### src/rtl/xhd_pkg.sv
package xhd_pkg;

  typedef enum logic [2:0] {
    OP_IDLE    = 3'd0,
    OP_LD_HIT  = 3'd1,
    OP_LD_MISS = 3'd2,
    OP_LD_NC   = 3'd3,
    OP_ST_HIT  = 3'd4,
    OP_ST_MISS = 3'd5,
    OP_FAULT   = 3'd6
  } opCode_e;

  // strobes from control to datapath
  typedef struct packed {
    logic go;        // request may act this cycle
    logic virt;      // translated mode
    logic useTrans;  // translated mode with a translation hit
  } ctlStrobe_t;

endpackage

### src/rtl/xhd_datapath.sv
module xhd_datapath
  import xhd_pkg::*;
#(
  parameter int ADDR_W     = 64,
  parameter int ENTRY_W    = 64,
  parameter int REAL_W     = 56,
  parameter int PAGE_BITS  = 12,
  parameter int LINE_BITS  = 6,
  parameter int INDEX_BITS = 5,
  parameter int TRANS_WAYS = 2,
  parameter int CACHE_WAYS = 4,
  localparam int TAG_LO    = LINE_BITS + INDEX_BITS,
  localparam int TAG_W     = REAL_W - TAG_LO,
  localparam int TW_BITS   = (TRANS_WAYS > 1) ? $clog2(TRANS_WAYS) : 1,
  localparam int CW_BITS   = (CACHE_WAYS > 1) ? $clog2(CACHE_WAYS) : 1
) (
  input  ctlStrobe_t                      strobe,
  input  logic [ADDR_W-1:0]               reqAddr,
  input  logic [TRANS_WAYS*ENTRY_W-1:0]   transEntry,
  input  logic [TRANS_WAYS-1:0]           transValid,
  input  logic [TW_BITS-1:0]              transHitWay,
  input  logic [CACHE_WAYS*TAG_W-1:0]     cacheTags,
  input  logic [CACHE_WAYS-1:0]           cacheValid,
  output logic                            cacheHit,
  output logic [CW_BITS-1:0]              cacheHitWay,
  output logic [ADDR_W-1:0]               fillAddr
);

  // scan all cache ways for one tag; highest matching way wins
  function automatic logic [CW_BITS:0] scanWays(
    input logic [TAG_W-1:0]            tag,
    input logic [CACHE_WAYS*TAG_W-1:0] tags,
    input logic [CACHE_WAYS-1:0]       vld,
    input logic                        gate
  );
    logic [CW_BITS:0] res;
    res = '0;
    for (int i = 0; i < CACHE_WAYS; i++) begin
      if (gate && vld[i] && tags[i*TAG_W +: TAG_W] == tag)
        res = {1'b1, CW_BITS'(i)};
    end
    return res;
  endfunction

  logic [REAL_W-1:0]  candRa  [TRANS_WAYS];
  logic [CW_BITS:0]   rowRes  [TRANS_WAYS];
  logic               unusedEntry [TRANS_WAYS];
  logic [CW_BITS:0]   realRes;
  logic [CW_BITS:0]   selRes;
  logic [REAL_W-1:0]  selRa;
  logic               unusedAddr;

  // one comparator row per translation way
  for (genvar j = 0; j < TRANS_WAYS; j++) begin : g_row
    assign candRa[j] = {transEntry[j*ENTRY_W + REAL_W-1 : j*ENTRY_W + PAGE_BITS],
                        reqAddr[PAGE_BITS-1:0]};
    assign rowRes[j] = scanWays(candRa[j][REAL_W-1:TAG_LO], cacheTags, cacheValid,
                                strobe.go && transValid[j]);
    assign unusedEntry[j] = ^{transEntry[j*ENTRY_W + ENTRY_W-1 : j*ENTRY_W + REAL_W],
                              transEntry[j*ENTRY_W + PAGE_BITS-1 : j*ENTRY_W]};
  end

  // real-mode comparator row
  assign realRes    = scanWays(reqAddr[REAL_W-1:TAG_LO], cacheTags, cacheValid, strobe.go);
  assign unusedAddr = ^reqAddr[ADDR_W-1:REAL_W];

  // late selection by the translation hit way
  always_comb begin
    if (strobe.virt) begin
      selRes = strobe.useTrans ? rowRes[transHitWay] : '0;
      selRa  = candRa[transHitWay];
    end else begin
      selRes = realRes;
      selRa  = reqAddr[REAL_W-1:0];
    end
  end

  assign cacheHit    = selRes[CW_BITS];
  assign cacheHitWay = selRes[CW_BITS-1:0];
  assign fillAddr    = {{(ADDR_W-REAL_W){1'b0}}, selRa[REAL_W-1:LINE_BITS],
                        {LINE_BITS{1'b0}}};

endmodule

### src/rtl/xhd_control.sv
module xhd_control
  import xhd_pkg::*;
(
  input  logic       reqValid,
  input  logic       stallIn,
  input  logic       maintReq,
  input  logic       virtMode,
  input  logic       isLoad,
  input  logic       nonCache,
  input  logic       transHit,
  input  logic       cacheHit,
  output ctlStrobe_t strobe,
  output opCode_e    opCode
);

  logic raOk;

  always_comb begin
    strobe.go       = reqValid && !stallIn && !maintReq;
    strobe.virt     = virtMode;
    strobe.useTrans = virtMode && transHit;
    raOk            = transHit || !virtMode;
  end

  always_comb begin
    opCode = OP_IDLE;
    if (strobe.go) begin
      if (!raOk || (nonCache && cacheHit))
        opCode = OP_FAULT;
      else if (isLoad)
        opCode = nonCache ? OP_LD_NC : (cacheHit ? OP_LD_HIT : OP_LD_MISS);
      else
        opCode = cacheHit ? OP_ST_HIT : OP_ST_MISS;
    end
  end

  always_comb begin

    if (!reqValid || stallIn || maintReq)
      idle_no_hit_chk: assert (!cacheHit && opCode == OP_IDLE);

    if (virtMode && !transHit)
      untranslated_no_hit_chk: assert (!cacheHit);

    if (cacheHit && nonCache)
      nc_hit_fault_chk: assert (opCode == OP_FAULT);

    if (cacheHit && isLoad && !nonCache)
      load_hit_code_chk: assert (opCode == OP_LD_HIT);
  end

endmodule

### src/rtl/xlat_hit_detect.sv
module xlat_hit_detect
  import xhd_pkg::*;
#(
  parameter int ADDR_W     = 64,
  parameter int ENTRY_W    = 64,
  parameter int REAL_W     = 56,
  parameter int PAGE_BITS  = 12,
  parameter int LINE_BITS  = 6,
  parameter int INDEX_BITS = 5,
  parameter int TRANS_WAYS = 2,
  parameter int CACHE_WAYS = 4,
  localparam int TAG_W     = REAL_W - LINE_BITS - INDEX_BITS,
  localparam int TW_BITS   = (TRANS_WAYS > 1) ? $clog2(TRANS_WAYS) : 1,
  localparam int CW_BITS   = (CACHE_WAYS > 1) ? $clog2(CACHE_WAYS) : 1
) (
  input  logic [ADDR_W-1:0]             reqAddr,
  input  logic                          reqValid,
  input  logic                          stallIn,
  input  logic                          maintReq,
  input  logic                          virtMode,
  input  logic                          isLoad,
  input  logic                          nonCache,
  input  logic [TRANS_WAYS*ENTRY_W-1:0] transEntry,
  input  logic [TRANS_WAYS-1:0]         transValid,
  input  logic                          transHit,
  input  logic [TW_BITS-1:0]            transHitWay,
  input  logic [CACHE_WAYS*TAG_W-1:0]   cacheTags,
  input  logic [CACHE_WAYS-1:0]         cacheValid,
  output logic                          cacheHit,
  output logic [CW_BITS-1:0]            cacheHitWay,
  output logic [2:0]                    opCode,
  output logic [ADDR_W-1:0]             fillAddr
);

  ctlStrobe_t strobe;
  opCode_e    opEnum;

  xhd_control u_ctl (
    .reqValid (reqValid),
    .stallIn  (stallIn),
    .maintReq (maintReq),
    .virtMode (virtMode),
    .isLoad   (isLoad),
    .nonCache (nonCache),
    .transHit (transHit),
    .cacheHit (cacheHit),
    .strobe   (strobe),
    .opCode   (opEnum)
  );

  xhd_datapath #(
    .ADDR_W     (ADDR_W),
    .ENTRY_W    (ENTRY_W),
    .REAL_W     (REAL_W),
    .PAGE_BITS  (PAGE_BITS),
    .LINE_BITS  (LINE_BITS),
    .INDEX_BITS (INDEX_BITS),
    .TRANS_WAYS (TRANS_WAYS),
    .CACHE_WAYS (CACHE_WAYS)
  ) u_dp (
    .strobe      (strobe),
    .reqAddr     (reqAddr),
    .transEntry  (transEntry),
    .transValid  (transValid),
    .transHitWay (transHitWay),
    .cacheTags   (cacheTags),
    .cacheValid  (cacheValid),
    .cacheHit    (cacheHit),
    .cacheHitWay (cacheHitWay),
    .fillAddr    (fillAddr)
  );

  assign opCode = opEnum;

endmodule

### config.mk
export PLATFORM = sky130hd
export DESIGN_NAME = xlat_hit_detect
export DESIGN_NICKNAME = d
export VERILOG_FILES = /design/src/rtl/xhd_pkg.sv /design/src/rtl/xhd_datapath.sv /design/src/rtl/xhd_control.sv /design/src/rtl/xlat_hit_detect.sv
export SDC_FILE = /design/constraint.sdc
export NUM_CORES = 1
export LEC_CHECK = 0
export BUFFER_PORTS_ARGS = -buffer_cell sky130_fd_sc_hd__buf_2
export CAP_MARGIN = 15
export CORE_ASPECT_RATIO = 1.4
export CORE_MARGIN = 2
export CORE_UTILIZATION = 23
export DETAILED_ROUTE_END_ITERATION = 6
export GPL_ROUTABILITY_DRIVEN = 0
export PLACE_DENSITY_LB_ADDON = 0.25
export SLEW_MARGIN = 10
export SYNTH_ARGS = -nofsm -noshare
export SYNTH_HDL_FRONTEND = slang
export SYNTH_HIERARCHICAL = 1
export SYNTH_SLANG_ARGS = --single-unit
### constraint.sdc
create_clock -name vclk -period 5.9
set_input_delay 0.59 -clock vclk [all_inputs]
set_output_delay 0.59 -clock vclk [all_outputs]
set_load 0.03 [all_outputs]
==> flow_summary.json, run 1 <==
{
  "fp-row-count": 79,
  "grt_first_pass_wirelength_mm": 74.6,
  "synthXorXnorAreaFrac_pct": 56.6,
  "synth_top_area_share_pct": 33.3,
  "antenna_found_initial": 15,
  "initial_core_util_pct": 23.3,
  "rsz0062_at_grt": "no",
  "seqCellArea_um2": 0,
  "crit_path_end_kind": "output port",
  "cts.hold.buffers_added": 0,
  "grt_pass1_vias": 9421,
  "startpoint_type": "input port",
  "power_leakage_nw": 3.86,
  "synth_area_um2": 7740,
  "synth_simple_gate_area_share_pct": 19.1,
  "ios": 456,
  "synth_top_family_by_area": "XOR/XNOR gates",
  "finalHoldWorstSlack_ns": 1.18,
  "yosys.area.top_type": "xnor2_1",
  "cp_cell_sequence": "buf_2 -> xnor2_1 -> nand4_1 -> nor4_1 -> nand4_1 -> nor3_1 -> nor3_1 -> o22ai_1 -> a21oi_1 -> a21oi_1 -> buf_2",
  "min_from": "reqAddr[10]",
  "dp_hpwl_mm": 49.1,
  "arrival_ns": 3.84,
  "die_w_um": 159,
  "syn_avg_cell_area_um2": 7.13,
  "post-place-ws_ns": 1.68,
  "drt_iter0_markers": 1023,
  "drt-total-wl_mm": 56.7,
  "hold_path_end": "fillAddr[10]",
  "finalMaxSlewViolations": 0,
  "worstMarginPinSlew_ns": 1.25,
  "nFlopsAndLatches": 0,
  "wl_per_cell_um": 32.1,
  "layout.nets": 1700,
  "yosys-top-cells-area": "xnor2_1, xor2_1, nand4_1",
  "vias_per_cell": 5.22,
  "crit_cells": 11,
  "area_delta_synth_final_pct": 22.9,
  "num_vias": 9205,
  "synthDistinctLibCells": 51,
  "hold_path_class": "input port to output port",
  "cpMaxStageDelayCell": "nor4_1",
  "hold_viol": 0,
  "min_period_ns": 4.43,
  "status": "completed",
  "peakVddDrop_mv": 0.0365,
  "syn_inst": 1086,
  "power_w": 0.00100,
  "port_buffers": 378,
  "cp_max_fo": 5,
  "drc": 0,
  "fmax_mhz": 226,
  "die-area_um2": 35200,
  "fin_crit_sh_pct": 75.2,
  "ctsResizeCount": 0,
  "synth-compound-area-share_pct": 7.40,
  "p_per_area_nw_per_um2": 105,
  "setup_viol": 0,
  "grt-ovfl-total": 0,
  "synth-warning-count": 6,
  "track_usage_pct": 30.4,
  "layout-drive-gt1-share_pct": 29.7,
  "relSlewSlack_pct": 15.6,
  "n_clock_buffer": 0,
  "drv_cap": 0,
  "slowest_delay_ns": 0.63,
  "synth.area.mux_share_pct": 5.69,
  "setup_tns_ns": 0,
  "dr.pass1.iters": 5,
  "crit_type": "input port to output port",
  "cp.required_ns": 5.31,
  "die_y_um": 221,
  "core_um2": 33200,
  "grt_max_degree": 56,
  "cts_setup_buffers": 0,
  "holdPathStages": 0,
  "path_buf_inv": 2,
  "ant_nets": 0,
  "worst_slack_ns": 1.47,
  "synthAdderAreaFrac_pct": 0,
  "cp_top_family": "simple AND/OR/NAND/NOR gates",
  "seq_area_frac_synth_pct": 0
}
routing by layer:
layer	up-vias	GRT usage [%]	part of all wire [%]
met4	16	24.1	10
li1	4044	-	-
met3	224	7.70	8.7
met1	4252	31.5	34
met2	669	52.2	47
met5	-	0	0.14
how the worst max path moves through the flow:
stage | startpoint | to | slack [ns]
floorplan | transEntry[78] | opCode[2] | 1.96
detailed placement | reqAddr[30] | opCode[1] | 1.68
finish | reqAddr[30] | opCode[1] | 1.47
global placement | reqAddr[30] | opCode[1] | 1.72
global route | reqAddr[30] | opCode[1] | 1.37
CTS | reqAddr[30] | opCode[1] | 1.65
stage by stage:
step | util [%] | instances | instance area, um^2
floorplan | - | 1099 | 7790
global placement | 28.6 | 1757 | 9490
detailed placement | 28.6 | 1757 | 9490
CTS | 28.6 | 1757 | 9490
global route | 28.6 | 1761 | 9500
finish | 28.6 | 1764 | 9510
cell type report:
class              count  area [um^2]
inverters             28          105
diodes                 7         17.5
well taps            445          557
fillers             3808        23700
repair buffers       380         1910
multi-input cells    904         6920
report_power, final:
group | internal (W) | switching [W] | leakage (nW)
sequential | 0 | 0 | 0
combinational | 0.000341 | 0.000659 | 3.86
clock | 0.000000000159 | 0 | 0.0000444
total | 0.000341 | 0.000659 | 3.86
layout by cell type, fill, tap and decap left out, drive strengths merged, types with 3 or more instances in the layout:
master and count:
nor2 47, nand2b 4, and2 4, nand4 83, nor2b 4, a221oi 3, mux2i 44, diode 7
o2111ai 3, inv 28, or2b 6, buf 380, xnor2 295, a2bb2oi 3, nor4 67, a21oi 52
nor3 13, conb 14, xor2 204, nand2 9, o22ai 8, nand3 10
synth_stat cells (4+ instances only):
| cell | count |
|---|---|
| a21oi_1 | 52 |
| buf_4 | 21 |
| buf_6 | 7 |
| clkbuf_1 | 133 |
| inv_1 | 28 |
| mux2i_1 | 44 |
| nand2_1 | 9 |
| nand2b_1 | 4 |
| nand3_1 | 10 |
| nand4_1 | 83 |
| nor2_1 | 47 |
| nor3_1 | 12 |
| nor4_1 | 67 |
| o22ai_1 | 8 |
| or2b_2 | 5 |
| xnor2_1 | 294 |
| xor2_1 | 204 |
cells by family after synthesis:
| logic type | Yosys count |
|---|---|
| AO/OA/AOI/OAI | 91 |
| XOR/XNOR | 499 |
| buffers and inverters | 195 |
| multiplexers | 44 |
| other | 1 |
| AND/OR/NAND/NOR | 256 |
Power figures use the tool's default switching activity.
==> run 2: changes to the inputs <==
- clock period: 5.9 -> 3.7 ns (I/O delays scaled with it)
==> flow_summary.json, run 2 (synthesis results as in run 1) <==
{
  "vias_per_cell": 5.28,
  "startpoint_type": "input port",
  "rsz0062_at_grt": "no",
  "arrival_ns": 3.17,
  "layoutNonFillerInstCount": 1788,
  "layout_common_cells": "buf_2, xnor2_1, xor2_1",
  "finalHoldWorstSlack_ns": 0.740,
  "area_delta_synth_final_pct": 25.1,
  "finalMaxSlewViolations": 0,
  "fmax_mhz": 283,
  "wl_per_cell_um": 31.7,
  "layout-drive-gt1-share_pct": 30.9,
  "fill_cells": 3838,
  "n_clock_buffer": 0,
  "drc": 0,
  "crit_path_end_kind": "output port",
  "p_per_area_nw_per_um2": 167,
  "final_util_pct": 29.2,
  "peakVddDrop_mv": 0.0585,
  "antenna_found_initial": 14,
  "num_vias": 9437,
  "grt_first_pass_wirelength_mm": 74.5,
  "ctsResizeCount": 0,
  "drv_cap": 0,
  "status": "completed",
  "dp_hpwl_mm": 49.3,
  "min_period_ns": 3.54,
  "fin_crit_sh_pct": 95.6,
  "seqCellArea_um2": 0,
  "worstMarginPinSlew_ns": 0.895,
  "cp.required_ns": 3.33,
  "track_usage_pct": 30.5,
  "drt_iter0_markers": 904,
  "ios": 456,
  "ant_nets": 0,
  "port_buffers": 378,
  "fp-row-count": 79,
  "layout.nets": 1723,
  "setup_tns_ns": 0,
  "cp_max_fo": 5,
  "grt_max_degree": 45,
  "initial_core_util_pct": 23.3,
  "final_common_cell": "buf_2",
  "die_w_um": 159,
  "cts.hold.buffers_added": 0,
  "hold_path_class": "input port to output port",
  "crit_type": "input port to output port",
  "dr.pass1.iters": 6,
  "core_um2": 33200,
  "drt-total-wl_mm": 56.7,
  "grt-ovfl-total": 0,
  "die-area_um2": 35200,
  "die_y_um": 221,
  "post-place-cells": 1779,
  "cts_setup_buffers": 0,
  "setup_viol": 0,
  "relSlewSlack_pct": 40.3,
  "nFlopsAndLatches": 0,
  "hold_viol": 0,
  "multi_input_area_um2": 6920,
  "power_leakage_nw": 3.98,
  "grt_pass1_vias": 9438
}
-- run 2: final cells by class --
| type | count | share of cell area, % |
|---|---|---|
| Multi-Input combinational cell | 904 | 71.5 |
| Timing Repair Buffer | 403 | 21.5 |
| Tap cell | 445 | 5.75 |
| Inverter | 28 | 1.09 |
| Antenna cell | 8 | 0.207 |
-- run 2: path summary, 6_finish.rpt --
kind	startpoint	to	depth (start not counted)
worst min-delay path	reqAddr[10]	fillAddr[10]	0
worst max-delay path	cacheTags[145]	cacheHitWay[1]	10
-- run 2: stage by stage --
step / worst slack [ns] / total power [W] / cell area, um^2
final: 0.162 / 0.00161 / 9680
after global routing: 0.0997 / 0.00165 / 9670
after CTS: 0.230 / 0.00155 / 9660
after detailed placement: 0.243 / 0.00154 / 9660
after global placement: 0.231 / 0.00153 / 9660
after floorplan: 0.204 / 0.000871 / 7790
-- run 2: routing by layer --
metal	global-route usage, %	wire [um]	vias up
li1	-	-	4099
met1	32.5	19600	4342
met2	52.0	26600	744
met3	6.47	4650	238
met4	24.2	5690	14
met5	0	88	-
-- run 2: power by group --
part	switching (W)	leakage, nW	internal, W	total, W
Combinational	0.00105	3.98	0.000560	0.00161
Clock	0	0.0000507	0.000000000289	0.000000000289
Sequential	0	0	0	0
Total	0.00105	3.98	0.000560	0.00161
-- run 2: worst max-delay path: stages --
cell and delay (ns):
buf_2 0.16, nor2b_1 0.14, a2111oi_0 0.60, buf_4 0.22, nand4b_1 0.19, o41ai_2 0.42
or2b_1 0.17, nand3_1 0.07, a21oi_1 0.50, buf_2 0.31
